===== config.mk =====
export PLATFORM = sky130hd
export DESIGN_NAME = fetch_thread_selector
export DESIGN_NICKNAME = d
export VERILOG_FILES = /design/src/rtl/fts_pkg.sv /design/src/rtl/fts_datapath.sv /design/src/rtl/fts_control.sv /design/src/rtl/fetch_thread_selector.sv
export SDC_FILE = /design/constraint.sdc
export NUM_CORES = 1
export LEC_CHECK = 0
export BUFFER_PORTS_ARGS = -buffer_cell sky130_fd_sc_hd__buf_2
export CAP_MARGIN = 10
export CORE_MARGIN = 3
export CORE_UTILIZATION = 60
export CTS_CLUSTER_DIAMETER = 40
export DETAILED_ROUTE_END_ITERATION = 7
export HOLD_SLACK_MARGIN = 0.05
export PLACE_DENSITY = 0.79
export SLEW_MARGIN = 20
export SYNTH_ARGS = -nofsm -noshare
export SYNTH_HDL_FRONTEND = slang
export SYNTH_SLANG_ARGS = --single-unit

===== constraint.sdc =====
create_clock -name clk -period 7.4 [get_ports clk]
set_input_delay 0.37 -clock clk [delete_from_list [all_inputs] [get_ports clk]]
set_output_delay 0.37 -clock clk [all_outputs]
set_load 0.01 [all_outputs]

===== src/rtl/fts_pkg.sv =====
package fts_pkg;
  localparam int THREADS = 4;

  typedef struct packed {
    logic [THREADS-1:0] disarm;
  } ctrlStrobe_t;
endpackage


===== src/rtl/fts_datapath.sv =====
module fts_datapath #(
  parameter int QUEUE_DEPTH = 32,
  parameter int DW = 3,
  parameter int CW = 6,
  parameter int ADDR_W = 16,
  parameter int TID_W = 2
) (
  input  logic clk,
  input  logic rstN,
  input  logic [fts_pkg::THREADS*DW-1:0] fetchCnt,
  input  logic [fts_pkg::THREADS*DW-1:0] retireCnt,
  input  logic [fts_pkg::THREADS*DW-1:0] flushCnt,
  input  logic watchSet,
  input  logic [TID_W-1:0] watchTid,
  input  logic [ADDR_W-1:0] watchAddr,
  input  logic snoopValid,
  input  logic [ADDR_W-1:0] snoopAddr,
  input  fts_pkg::ctrlStrobe_t strobes,
  output logic [fts_pkg::THREADS-1:0][CW-1:0] counts,
  output logic [fts_pkg::THREADS-1:0] armedVec,
  output logic [fts_pkg::THREADS-1:0] matchVec
);
  localparam int NT = fts_pkg::THREADS;
  localparam int WW = CW + 2;
  localparam logic [WW-1:0] DEPTH_V = WW'(QUEUE_DEPTH);

  logic [NT-1:0][ADDR_W-1:0] watchQ;

  for (genvar t = 0; t < NT; t++) begin : g_thread
    logic [WW-1:0] upVal;
    logic [WW-1:0] downVal;
    logic [WW-1:0] diffVal;
    logic [CW-1:0] cntNext;
    logic armHere;

    always_comb begin
      upVal   = WW'(counts[t]) + WW'(fetchCnt[t*DW +: DW]);
      downVal = WW'(retireCnt[t*DW +: DW]) + WW'(flushCnt[t*DW +: DW]);
      diffVal = (upVal > downVal) ? (upVal - downVal) : '0;
      cntNext = (diffVal > DEPTH_V) ? CW'(QUEUE_DEPTH) : CW'(diffVal);
    end

    assign armHere = watchSet && (watchTid == TID_W'(t));
    assign matchVec[t] = snoopValid && armedVec[t] && (watchQ[t] == snoopAddr);

    always_ff @(posedge clk) begin
      if (!rstN) begin
        counts[t]   <= '0;
        armedVec[t] <= 1'b0;
        watchQ[t]   <= '0;
      end else begin
        counts[t] <= cntNext;
        if (armHere) begin
          armedVec[t] <= 1'b1;
          watchQ[t]   <= watchAddr;
        end else if (strobes.disarm[t]) begin
          armedVec[t] <= 1'b0;
        end
      end
    end
  end
endmodule


===== src/rtl/fts_control.sv =====
module fts_control #(
  parameter int CW = 6,
  parameter int PW = 2,
  parameter int TID_W = 2,
  parameter int THREAD_CAP = 16
) (
  input  logic clk,
  input  logic rstN,
  input  logic [fts_pkg::THREADS-1:0][CW-1:0] counts,
  input  logic [fts_pkg::THREADS-1:0] armedVec,
  input  logic [fts_pkg::THREADS-1:0] matchVec,
  input  logic [fts_pkg::THREADS*PW-1:0] prioWeights,
  input  logic quiesceReq,
  input  logic [TID_W-1:0] quiesceTid,
  output fts_pkg::ctrlStrobe_t strobes,
  output logic [fts_pkg::THREADS-1:0] sleepVec,
  output logic fetchValid,
  output logic [TID_W-1:0] fetchThread
);
  localparam int NT = fts_pkg::THREADS;
  localparam logic [CW-1:0] CAP_V = CW'(THREAD_CAP);

  logic [NT-1:0] wakeVec;
  logic [NT-1:0] eligVec;

  assign wakeVec = matchVec & sleepVec;
  assign strobes.disarm = wakeVec;

  for (genvar t = 0; t < NT; t++) begin : g_sleep
    assign eligVec[t] = !sleepVec[t] && (counts[t] < CAP_V);

    always_ff @(posedge clk) begin
      if (!rstN) begin
        sleepVec[t] <= 1'b0;
      end else if (wakeVec[t]) begin
        sleepVec[t] <= 1'b0;
      end else if (quiesceReq && quiesceTid == TID_W'(t) && armedVec[t]) begin
        sleepVec[t] <= 1'b1;
      end
    end
  end

  always_comb begin
    logic found;
    logic [CW-1:0] bestCnt;
    logic [PW-1:0] bestPrio;
    found = 1'b0;
    bestCnt = '0;
    bestPrio = '0;
    fetchThread = '0;
    for (int t = 0; t < NT; t++) begin
      if (eligVec[t] && (!found || counts[t] < bestCnt ||
          (counts[t] == bestCnt && prioWeights[t*PW +: PW] > bestPrio))) begin
        found = 1'b1;
        bestCnt = counts[t];
        bestPrio = prioWeights[t*PW +: PW];
        fetchThread = TID_W'(t);
      end
    end
    fetchValid = found;
  end
endmodule


===== src/rtl/fetch_thread_selector.sv =====
module fetch_thread_selector #(
  parameter int QUEUE_DEPTH = 32,
  parameter int FETCH_MAX = 4,
  parameter int ADDR_W = 16,
  parameter int PRIO_W = 2,
  parameter int THREAD_CAP = QUEUE_DEPTH / 2,
  localparam int NT = fts_pkg::THREADS,
  localparam int TID_W = $clog2(NT),
  localparam int DW = $clog2(FETCH_MAX + 1),
  localparam int CW = $clog2(QUEUE_DEPTH + 1)
) (
  input  logic clk,
  input  logic rstN,
  input  logic [NT*DW-1:0] fetchCnt,
  input  logic [NT*DW-1:0] retireCnt,
  input  logic [NT*DW-1:0] flushCnt,
  input  logic [NT*PRIO_W-1:0] prioWeights,
  input  logic watchSet,
  input  logic [TID_W-1:0] watchTid,
  input  logic [ADDR_W-1:0] watchAddr,
  input  logic quiesceReq,
  input  logic [TID_W-1:0] quiesceTid,
  input  logic snoopValid,
  input  logic [ADDR_W-1:0] snoopAddr,
  output logic fetchValid,
  output logic [TID_W-1:0] fetchThread
);
  fts_pkg::ctrlStrobe_t strobes;
  logic [NT-1:0][CW-1:0] counts;
  logic [NT-1:0] armedVec;
  logic [NT-1:0] matchVec;
  logic [NT-1:0] sleepVec;

  fts_datapath #(
    .QUEUE_DEPTH(QUEUE_DEPTH), .DW(DW), .CW(CW), .ADDR_W(ADDR_W), .TID_W(TID_W)
  ) u_dp (
    .clk(clk), .rstN(rstN), .fetchCnt(fetchCnt), .retireCnt(retireCnt),
    .flushCnt(flushCnt), .watchSet(watchSet), .watchTid(watchTid),
    .watchAddr(watchAddr), .snoopValid(snoopValid), .snoopAddr(snoopAddr),
    .strobes(strobes), .counts(counts), .armedVec(armedVec), .matchVec(matchVec)
  );

  fts_control #(
    .CW(CW), .PW(PRIO_W), .TID_W(TID_W), .THREAD_CAP(THREAD_CAP)
  ) u_ctrl (
    .clk(clk), .rstN(rstN), .counts(counts), .armedVec(armedVec),
    .matchVec(matchVec), .prioWeights(prioWeights), .quiesceReq(quiesceReq),
    .quiesceTid(quiesceTid), .strobes(strobes), .sleepVec(sleepVec),
    .fetchValid(fetchValid), .fetchThread(fetchThread)
  );
endmodule


==> run_results.csv, run 1 <==
group,metric,value,unit
status,status,"finished clean",
synth,synth_xor_area_share,11.9,%
setup_path,start_kind,"flip-flop",
final_layout,ff_latch_area,0.00192,sq mm
setup_path,cp.required,7.03,ns
synth,synth_adder_area_share,15.2,%
timing,min_period,6.21,ns
floorplan,rows,37,
synth,synth-seq-cells,96,
routing,drt-initial-drc-count,277,
power_and_ir_drop,p_comb_share,57.0,%
routing,firstDrtPassIters,4,
placement,place_area,0.00722,sq mm
synth,synth-simple-area-share,21.3,%
synth,yosysWarnings,0,
power_and_ir_drop,clkPwrFrac,15.3,%
routing,drt_wl_total,15.9,mm
routing,num_vias,5857,
timing,finalHoldViolCount,0,
placement,gp_congestion,0.901,
floorplan,start_util,63.3,%
final_layout,stdcell_area,0.00741,sq mm
synth,synth_cell_type_count,67,
timing,max_slew_margin,47.7,%
final_layout,drive_above_1_share,14.3,%
final_layout,multi_input_area,0.00452,sq mm
final_layout,fill_cells,930,
setup_path,arrival,5.84,ns
floorplan,die_w,112,um
synth,syn_inst,808,
power_and_ir_drop,p_int,0.00132,W
global_route,overflow,0,
global_route,grt_pass1_vias,5963,
synth,synth_top_family_by_area,"simple AND/OR/NAND/NOR gates",
setup_path,rr_startpoint,"u_dp.counts[7]",
global_route,use_met1,30.6,%
power_and_ir_drop,p_leak,3.19,nW
setup_path,cp_max_fo,9,
timing,rsz0062_at_grt,"no",
synth,async_flop_share,0,%
timing,fin_worst_skew,0.0129,ns
run,drv_cap,0,
floorplan,core,0.0106,sq mm
timing,tns,0,ns
clock_tree,clock_path_buffers,2,
placement,dp_hpwl,12.5,mm
setup_path,critPathKind,"reg2out",
setup_path,critPathMaxStageDelay,0.52,ns
final_layout,final_nets,1046,
clock_tree,clkTransAtPathRegs,0.10,ns
setup_path,r2r.worst_path.cells,11,
power_and_ir_drop,cellPowerDensity,308,mW/mm^2
final_layout,n_antenna_cell,0,
clock_tree,cts_tree,"done",
setup_path,rrSetupSlack,4.27,ns
power_and_ir_drop,p_switching,0.000965,W
timing,min_period_over_period,83.9,%
setup_path,end_kind,"output port",
clock_tree,cts_inserted_buffers,9,
clock_tree,htree_levels,3,
floorplan,fp.dieH,112,um
global_route,grt_util_all_layers,25.9,%
setup_path,critical_path.cell_chain,"nor3_2 > nand2_1 > ha_1 > and4bb_1 > nand4_1 > o21ai_1 > o21ai_4 > mux2_4 > ha_1 > nor2b_1 > o2111ai_1 > o22ai_1 > o21ai_1 > mux2_2 > ha_1 > nor2b_1 > o21a_1 > o21ai_0 > a21oi_1 > o31a_1 > o21ai_1 > buf_2",
timing,max_clock_freq,161,MHz
min_path,whs_endpoint,"u_dp.watchQ[22]",
routing,wl_per_cell,15.5,um
global_route,antenna_found_initial,0,
clock_tree,insertion_delay,0.38,ns
routing,via_per_inst,5.70,
setup_path,slowest_stage,"o21ai_1",
power_and_ir_drop,swShare,42.3,%
power_and_ir_drop,ir_drop,0.000173,V
timing,worstMarginPinSlew,0.782,ns
synth,synth_compound_area_share,16.6,%
power_and_ir_drop,total_power,0.00228,W
power_and_ir_drop,power_frac_seq,27.7,%
synth,yosysSeqAreaShare,28.8,%
floorplan,die_area,0.0124,sq mm
min_path,hold_class,"in2reg",
clock_tree,cts-root-buf,"clkbuf_8",
global_route,globalRouteMet2Util,47.2,%
global_route,grt_max_degree,74,
clock_tree,cts_sinks,96,
synth,synthFlopType,"dfxtp_1",
placement,portBuffers,87,
min_path,holdPathStages,3,
clock_tree,cts_resized,0,
synth,synth_edf_count,0,
routing,drc_errors,0,
global_route,met3_usage,4.46,%
setup_path,reg2reg_to,"u_dp.counts[9]",
clock_tree,postCtsHoldBufs,0,
global_route,grt.busiest_layer,"met2",
final_layout,layout-area-overhead-vs-synth,10.9,%
global_route,grt_pass1_wl,27.1,mm
routing,drt.antenna.violating_nets,0,
min_path,min_from,"watchAddr[6]",
synth,syn_area_per_cell,8.27,sq um
timing,setup_viol,0,
clock_tree,cts_post_setup_buffers_inserted,0,
synth,synthMuxAreaShare,2.36,%
floorplan,ios,88,
timing,slew_violations,0,
synth,synth_area,0.00668,sq mm
==> Yosys cell counts (all sizes together), types with 9 or more instances <==
cell type	count	area [sq um]
nand2	153	574
dfxtp	96	1920
a21oi	88	440
ha	62	776
xor2	47	412
xnor2	44	385
inv	41	154
nor2	36	135
clkbuf	23	86.3
nand3	16	80.1
nor3	16	90.1
a21o	13	97.6
nand4	13	81.3
o21ai	13	76.3
fa	12	240
mux2	12	158
o21a	10	75.1
nor4	9	56.3
==> worst max-delay path by stage <==
stage / cells past startpoint / to / start
finish: 22 / fetchThread[0] / u_ctrl.sleepVec[0]
detailed placement: 22 / fetchThread[0] / u_ctrl.sleepVec[0]
global route: 22 / fetchThread[0] / u_ctrl.sleepVec[0]
global placement: 22 / fetchThread[0] / u_ctrl.sleepVec[0]
floorplan: 21 / fetchThread[0] / u_ctrl.sleepVec[0]
CTS: 22 / fetchThread[0] / u_ctrl.sleepVec[0]
==> state kept, by name (all words and copies together) (netlist names) <==
signal           cells
u_ctrl.sleepVec      4
u_dp.counts         24
u_dp.watchQ         64
u_dp.armedVec        4
==> worst max-delay path: cells and delay by family (launching register included) <==
kind | cells | cell delay, ns
DFF | 1 | 0.34
buffers and inverters | 1 | 0.15
adders and majority gates | 3 | 0.89
AOI/OAI and AO/OA | 10 | 2.11
muxes | 2 | 0.75
and+or+nand+nor | 6 | 1.21
==> kinds of logic after synthesis <==
logic type      count (synthesis)
xor+xnor                       91
buf+inv                        66
mux                            12
compound gates                171
simple gates                  297
other cells                     1
fa+ha+maj                      74
flops                          96
==> layer usage <==
layer  share of wire (%)  wire length, um  vias up
li1                    -                -     2987
met1                  43             6790     2708
met2                  51             8050      130
met3                 4.2              672       32
met4                 2.7              430        0
met5                   0                0        -
==> placed cells by master, fill, tap and decap left out, types with 10 or more instances in the layout <==
master,n
xnor2_1,44
nand4_1,13
nand2_1,153
xor2_1,47
a21oi_1,88
nand3_1,16
fa_1,12
dfxtp_1,96
nor2_1,36
ha_1,62
nor3_1,14
inv_1,40
a21o_1,13
buf_2,87
o21a_1,10
==> power groups by stage <==
stage                     Combinational [W]  Clock [W]  Sequential [W]
after detailed placement            0.00129          0        0.000643
after global placement              0.00123          0        0.000642
after global routing                0.00145   0.000377        0.000641
final                               0.00130   0.000350        0.000631
after CTS                           0.00129   0.000353        0.000631
after floorplan                     0.00102          0        0.000621
==> metrics by stage <==
step / hold slack (ns) / utilization, % / cells / setup WS [ns]
2_1_floorplan: 0.448 / - / 811 / 2.35
3_3_place_gp: 0.453 / 68.4 / 1012 / 1.87
4_1_cts: 0.242 / 70.2 / 1027 / 1.22
5_1_grt: 0.239 / 70.2 / 1027 / 0.889
3_5_place_dp: 0.458 / 68.4 / 1012 / 1.63
6_report: 0.247 / 70.2 / 1027 / 1.19
==> layout make-up <==
type | instances | share of cell area (%)
Timing Repair Buffer | 90 | 6.18
Inverter | 41 | 2.08
Sequential cell | 96 | 25.9
Clock buffer | 9 | 1.67
Clock inverter | 6 | 0.895
Tap cell | 136 | 2.30
Multi-Input combinational cell | 649 | 61.0
Note: power is estimated with default switching activity, not from simulation.
==> run 2, diff against run 1 <==
- CORE_UTILIZATION: 60 -> 53
- PLACE_DENSITY: 0.79 -> 0.74
- clock period: 7.4 -> 5.3 ns (I/O delays scaled with it)
==> run 2 against run 1 <==
The flow now finishes with violations (setup timing). Routed wire length up 1.8%. Clock power up 110%. Power up 63%. Worst hold slack worse by 0.066 ns. Critical path depth up 2. Clock-buffer cell count unchanged. Global-route usage down 2.9 points. Combinational power up 62%. Flip-flop and latch count unchanged. Sequential share of layout area down 1.5 points.
==> run_results.csv, run 2 (same netlist as run 1, synthesis figures left out) <==
group,metric,value,unit
power_and_ir_drop,ir_drop,0.000221,V
clock_tree,clock_path_buffers,2,
power_and_ir_drop,p_leak,3.36,nW
run,drv_cap,0,
min_path,whs_endpoint,"u_dp.watchQ[22]",
routing,wl_per_cell,15.1,um
placement,gp_congestion,0.859,
final_layout,final_common_cell,"nand2_1",
timing,fin_worst_skew,0.00475,ns
status,violations,"setup timing",
clock_tree,cts_tree,"done",
timing,setup_viol,2,
setup_path,end_kind,"output port",
floorplan,fp.dieH,118,um
clock_tree,htree_levels,3,
global_route,grt_max_degree,73,
setup_path,cp.required,5.04,ns
setup_path,reg2reg_to,"u_dp.counts[9]",
routing,drt-initial-drc-count,316,
setup_path,start_kind,"flip-flop",
floorplan,die_w,118,um
final_layout,top_register,"u_dp.watchQ",
global_route,grt_pass1_wl,26.9,mm
setup_path,rrSetupSlack,2.23,ns
power_and_ir_drop,cellPowerDensity,472,mW/mm^2
final_layout,largest_reg_flops,64,
final_layout,drive_above_1_share,18.0,%
final_layout,reg_top3,"u_dp.watchQ: 64 flops, u_dp.counts: 24 flops",
final_layout,layout-area-overhead-vs-synth,18.2,%
global_route,overflow,0,
floorplan,core,0.0122,sq mm
timing,rsz0062_at_grt,"yes",
routing,via_per_inst,5.49,
routing,drt.antenna.violating_nets,0,
placement,dp_hpwl,11.9,mm
floorplan,start_util,54.9,%
routing,firstDrtPassIters,5,
timing,worstMarginPinSlew,0.818,ns
clock_tree,cts_inserted_buffers,9,
setup_path,r2r.worst_path.cells,11,
min_path,hold_class,"in2reg",
timing,max_slew_margin,45.3,%
min_path,holdPathStages,3,
final_layout,fin_util,65.0,%
timing,max_clock_freq,184,MHz
floorplan,die_area,0.0140,sq mm
final_layout,most-common-layout-cells,"151 x nand2_1, 94 x dfxtp_1, 87 x a21oi_1, 87 x buf_2, 54 x ha_1",
status,status,"finished with violations",
clock_tree,cts_sinks,96,
setup_path,arrival,5.17,ns
global_route,grt_pass1_vias,5885,
timing,finalHoldViolCount,0,
min_path,min_from,"watchAddr[6]",
global_route,antenna_found_initial,1,
clock_tree,clkTransAtPathRegs,0.07,ns
timing,slew_violations,0,
global_route,grt_util_all_layers,23.0,%
final_layout,final_nets,1060,
power_and_ir_drop,total_power,0.00373,W
setup_path,cp_max_fo,3,
clock_tree,postCtsHoldBufs,0,
timing,min_period,5.43,ns
floorplan,ios,88,
routing,drt_wl_total,16.2,mm
routing,num_vias,5907,
floorplan,rows,40,
placement,portBuffers,87,
clock_tree,insertion_delay,0.35,ns
timing,fin_ws,-0.135,ns
routing,drc_errors,0,
setup_path,critPathKind,"reg2out",
clock_tree,cts-root-buf,"clkbuf_16",
setup_path,cp-startpoint,"u_dp.counts[5]",
timing,min_period_over_period,103,%
setup_path,rr_startpoint,"u_dp.counts[7]",
-- run 2: changes by cell type in the layout (fill, tap and decap cells not counted), moves of 8 or more --
| cell | previous run | this run |
|---|---|---|
| buf_4 | 3 | 14 |
| ha_4 | 0 | 8 |
| clkbuf_16 | 0 | 9 |
| ha_1 | 62 | 54 |
| clkbuf_8 | 9 | 0 |
-- run 2: how the worst max path moves through the flow --
stage	depth (start not counted)	endpoint
final	24	fetchThread[0]
after global routing	24	fetchThread[0]
after CTS	22	fetchThread[0]
after detailed placement	22	fetchThread[0]
after global placement	22	fetchThread[0]
after floorplan	21	fetchThread[0]
-- run 2: report_power, final --
group | switching (W) | internal, W
Clock | 0.000308 | 0.000425
Sequential | 0.0000907 | 0.000798
Combinational | 0.00109 | 0.00102
Total | 0.00149 | 0.00224
-- run 2: critical path: stages, from the launching register on --
cell and delay, ns:
dfxtp_4 0.35, nor3_4 0.24, buf_6 0.14, and2_1 0.15
ha_1 0.16, inv_1 0.04, a21o_1 0.20, a221oi_4 0.29
o21ai_4 0.11, buf_12 0.17, mux2_4 0.31, ha_4 0.22
a21o_1 0.17, a21o_1 0.16, a211oi_2 0.33, o21ai_2 0.15
buf_4 0.19, mux2_4 0.30, ha_4 0.26, nand4_1 0.14
a2111oi_2 0.25, o21bai_1 0.13, o31a_1 0.15, o21ai_1 0.09
buf_2 0.14
-- run 2: timing repair --
item                                    in CTS  in global routing
gates resized for setup                     15                 14
cloned                                       0                  0
pin swaps                                   11                 18
setup buffers                                8                  4
endpoints found under the setup margin       2                  2
-- run 2: cell type report --
cell class              instances  area [sq um]
well taps                     168           210
fillers                      1070          4260
clock buffers                   9           225
flip-flops and latches         96          1930
inverters                      41           154
diodes                          1          2.50
multi-input cells             649          4690
repair buffers                104           583
clock inverters                 7           113
-- run 2: through the flow --
stage / std cells / setup slack, ns / instance area [sq um] / hold WS, ns / TNS [ns]
floorplan: 811 / 0.350 / 6690 / 0.401 / 0
global placement: 1047 / 0.150 / 7290 / 0.454 / 0
detailed placement: 1047 / 0.0181 / 7290 / 0.459 / 0
CTS: 1070 / 0.0268 / 7760 / 0.174 / 0
global route: 1075 / -0.341 / 7900 / 0.181 / -0.638
finish: 1075 / -0.135 / 7900 / 0.181 / -0.235
-- run 2: per-layer routing --
| metal | up-vias | global-route usage, % | part of all wire, % |
|---|---|---|---|
| met4 | 0 | 6.96 | 2.2 |
| met1 | 2728 | 28.5 | 44 |
| met3 | 26 | 4.11 | 4.0 |
| li1 | 3013 | - | - |
| met5 | - | 0 | 0 |
| met2 | 140 | 40.4 | 49 |
==> run 3, diff against run 2 <==
- BUFFER_PORTS_ARGS: -buffer_cell sky130_fd_sc_hd__buf_2 -> not set
- CORE_UTILIZATION: 53 -> 59
- DONT_BUFFER_PORTS: not set -> 1
- PLACE_DENSITY: 0.74 -> 0.75
==> run 3 against run 2 <==
The run still ends with setup timing left. Highest routed layer unchanged. Critical path type unchanged. Non-clock buffer count down 64. Critical path depth unchanged. Sequential power up 1%.
==> run_results.csv, run 3 (same netlist as run 1, synthesis figures left out) <==
group,metric,value,unit
floorplan,die_area,0.0126,sq mm
power_and_ir_drop,p_comb_share,60.2,%
routing,num_vias,5893,
routing,firstDrtPassIters,6,
clock_tree,clkTransAtPathRegs,0.07,ns
routing,wl_per_cell,18.1,um
floorplan,core,0.0109,sq mm
power_and_ir_drop,cellPowerDensity,499,mW/mm^2
final_layout,fin_util,70.2,%
final_layout,reg_top3,"u_dp.watchQ: 64 flops, u_dp.counts: 24 flops",
routing,drc_errors,0,
floorplan,ios,88,
power_and_ir_drop,p_leak,3.10,nW
timing,setup_viol,2,
routing,drt_wl_total,17.8,mm
global_route,grt_max_degree,39,
min_path,holdPathStages,2,
clock_tree,cts_inserted_buffers,9,
final_layout,n_antenna_cell,0,
setup_path,rrSetupSlack,2.17,ns
min_path,whs_endpoint,"u_dp.watchQ[44]",
power_and_ir_drop,p_switching,0.00158,W
final_layout,final_common_cell,"nand2_1",
clock_tree,clock_path_buffers,2,
final_layout,top_register,"u_dp.watchQ",
timing,holdWs,0.0502,ns
timing,max_clock_freq,186,MHz
final_layout,most-common-layout-cells,"150 x nand2_1, 93 x dfxtp_1, 85 x a21oi_1",
clock_tree,cts-root-buf,"clkbuf_16",
routing,via_per_inst,6.00,
setup_path,arrival,5.12,ns
setup_path,critPathKind,"reg2out",
status,status,"finished with violations",
floorplan,fp.dieH,112,um
timing,worstMarginPinSlew,0.851,ns
setup_path,reg2reg_to,"u_dp.counts[9]",
power_and_ir_drop,power_frac_seq,23.5,%
final_layout,largest_reg_flops,64,
clock_tree,htree_levels,3,
setup_path,r2r.worst_path.cells,11,
global_route,grt_pass1_wl,27.8,mm
power_and_ir_drop,clkPwrFrac,16.4,%
final_layout,layout-area-overhead-vs-synth,14.8,%
timing,rsz0062_at_grt,"yes",
run,drv_cap,0,
floorplan,rows,38,
final_layout,final_nets,996,
timing,max_slew_margin,42.9,%
setup_path,cp.required,5.04,ns
final_layout,drive_above_1_share,10.7,%
placement,place_worst_setup_slack,0.0655,ns
clock_tree,cts_sinks,96,
routing,drt-initial-drc-count,333,
min_path,min_from,"watchAddr[12]",
placement,gp_congestion,0.870,
timing,fin_worst_skew,0.00511,ns
timing,slew_violations,0,
floorplan,start_util,61.1,%
setup_path,rr_startpoint,"u_dp.counts[7]",
global_route,antenna_found_initial,0,
clock_tree,cts_tree,"done",
global_route,grt_util_all_layers,27.0,%
global_route,overflow,0,
global_route,grt_pass1_vias,5833,
timing,fin_ws,-0.0833,ns
setup_path,cp_max_fo,5,
setup_path,start_kind,"flip-flop",
floorplan,die_w,112,um
power_and_ir_drop,ir_drop,0.000342,V
routing,drt.antenna.violating_nets,0,
setup_path,end_kind,"output port",
status,violations,"setup timing",
power_and_ir_drop,swShare,41.3,%
placement,dp_hpwl,12.4,mm
placement,portBuffers,0,
power_and_ir_drop,p_int,0.00225,W
timing,min_period_over_period,102,%
timing,min_period,5.38,ns
clock_tree,insertion_delay,0.35,ns
timing,finalHoldViolCount,0,
min_path,hold_class,"in2reg",
run 3: critical path, cell delays in order (launching register included):
cell and delay (ns):
dfxtp_2 0.34, nor3_4 0.26, nand2_2 0.12, ha_4 0.30, and4bb_2 0.29, nand4_1 0.15, o21ai_2 0.20, o21ai_4 0.12
buf_6 0.19, buf_4 0.13, mux2_4 0.30, ha_1 0.18, inv_1 0.09, a21oi_2 0.07, nor2_2 0.15, a211oi_4 0.06
o21ai_4 0.24, buf_4 0.15, mux2_2 0.34, ha_1 0.30, nand4_1 0.17, a2111oi_4 0.24, o21bai_1 0.12, o31a_1 0.15
nand2_2 0.12
run 3: timing repair:
action	4_1_cts	5_1_grt
setup endpoints to repair	2	2
buffers inserted	10	7
gates resized for setup	13	33
pin swaps	7	21
hold buffers	16	3
endpoints found under the hold margin	45	3
run 3: layout make-up:
| class | instances | area (sq um) |
|---|---|---|
| inverter | 41 | 154 |
| fill | 869 | 3260 |
| sequential | 96 | 1930 |
| multi-input combinational | 649 | 4780 |
| clock buffer | 10 | 229 |
| tap | 140 | 175 |
| clock inverter | 6 | 47.5 |
| timing repair buffer | 40 | 363 |
run 3: power groups by stage:
stage | Sequential, W | Combinational, W | Clock (W)
floorplan | 0.000868 | 0.00143 | 0
global placement | 0.000894 | 0.00166 | 0
detailed placement | 0.000897 | 0.00172 | 0
CTS | 0.000882 | 0.00195 | 0.000629
global route | 0.000907 | 0.00252 | 0.000659
finish | 0.000898 | 0.00230 | 0.000626
run 3: metal layers:
metal	share of wire (%)	global-route usage (%)
met4	2.6	10.6
met5	0	0
met1	39	30.6
met2	53	49.6
met3	4.8	5.50
run 3: worst max-delay path by stage:
stage                             startpoint             end  slack, ns
after global routing      u_ctrl.sleepVec[0]  fetchThread[0]      -0.22
after detailed placement      u_dp.counts[5]  fetchThread[0]       0.07
after CTS                     u_dp.counts[5]  fetchThread[1]      0.004
after global placement    u_ctrl.sleepVec[0]  fetchThread[0]       0.17
final                     u_ctrl.sleepVec[0]  fetchThread[1]      -0.08
after floorplan           u_ctrl.sleepVec[0]  fetchThread[0]       0.35
run 3: metrics by stage:
step / std cells / TNS [ns] / area (sq um) / total power (W)
6_report: 982 / -0.159 / 7670 / 0.00383
5_1_grt: 982 / -0.432 / 7670 / 0.00409
4_1_cts: 972 / 0 / 7360 / 0.00346
3_5_place_dp: 930 / 0 / 6810 / 0.00262
3_3_place_gp: 930 / 0 / 6810 / 0.00256
2_1_floorplan: 811 / 0 / 6690 / 0.00229
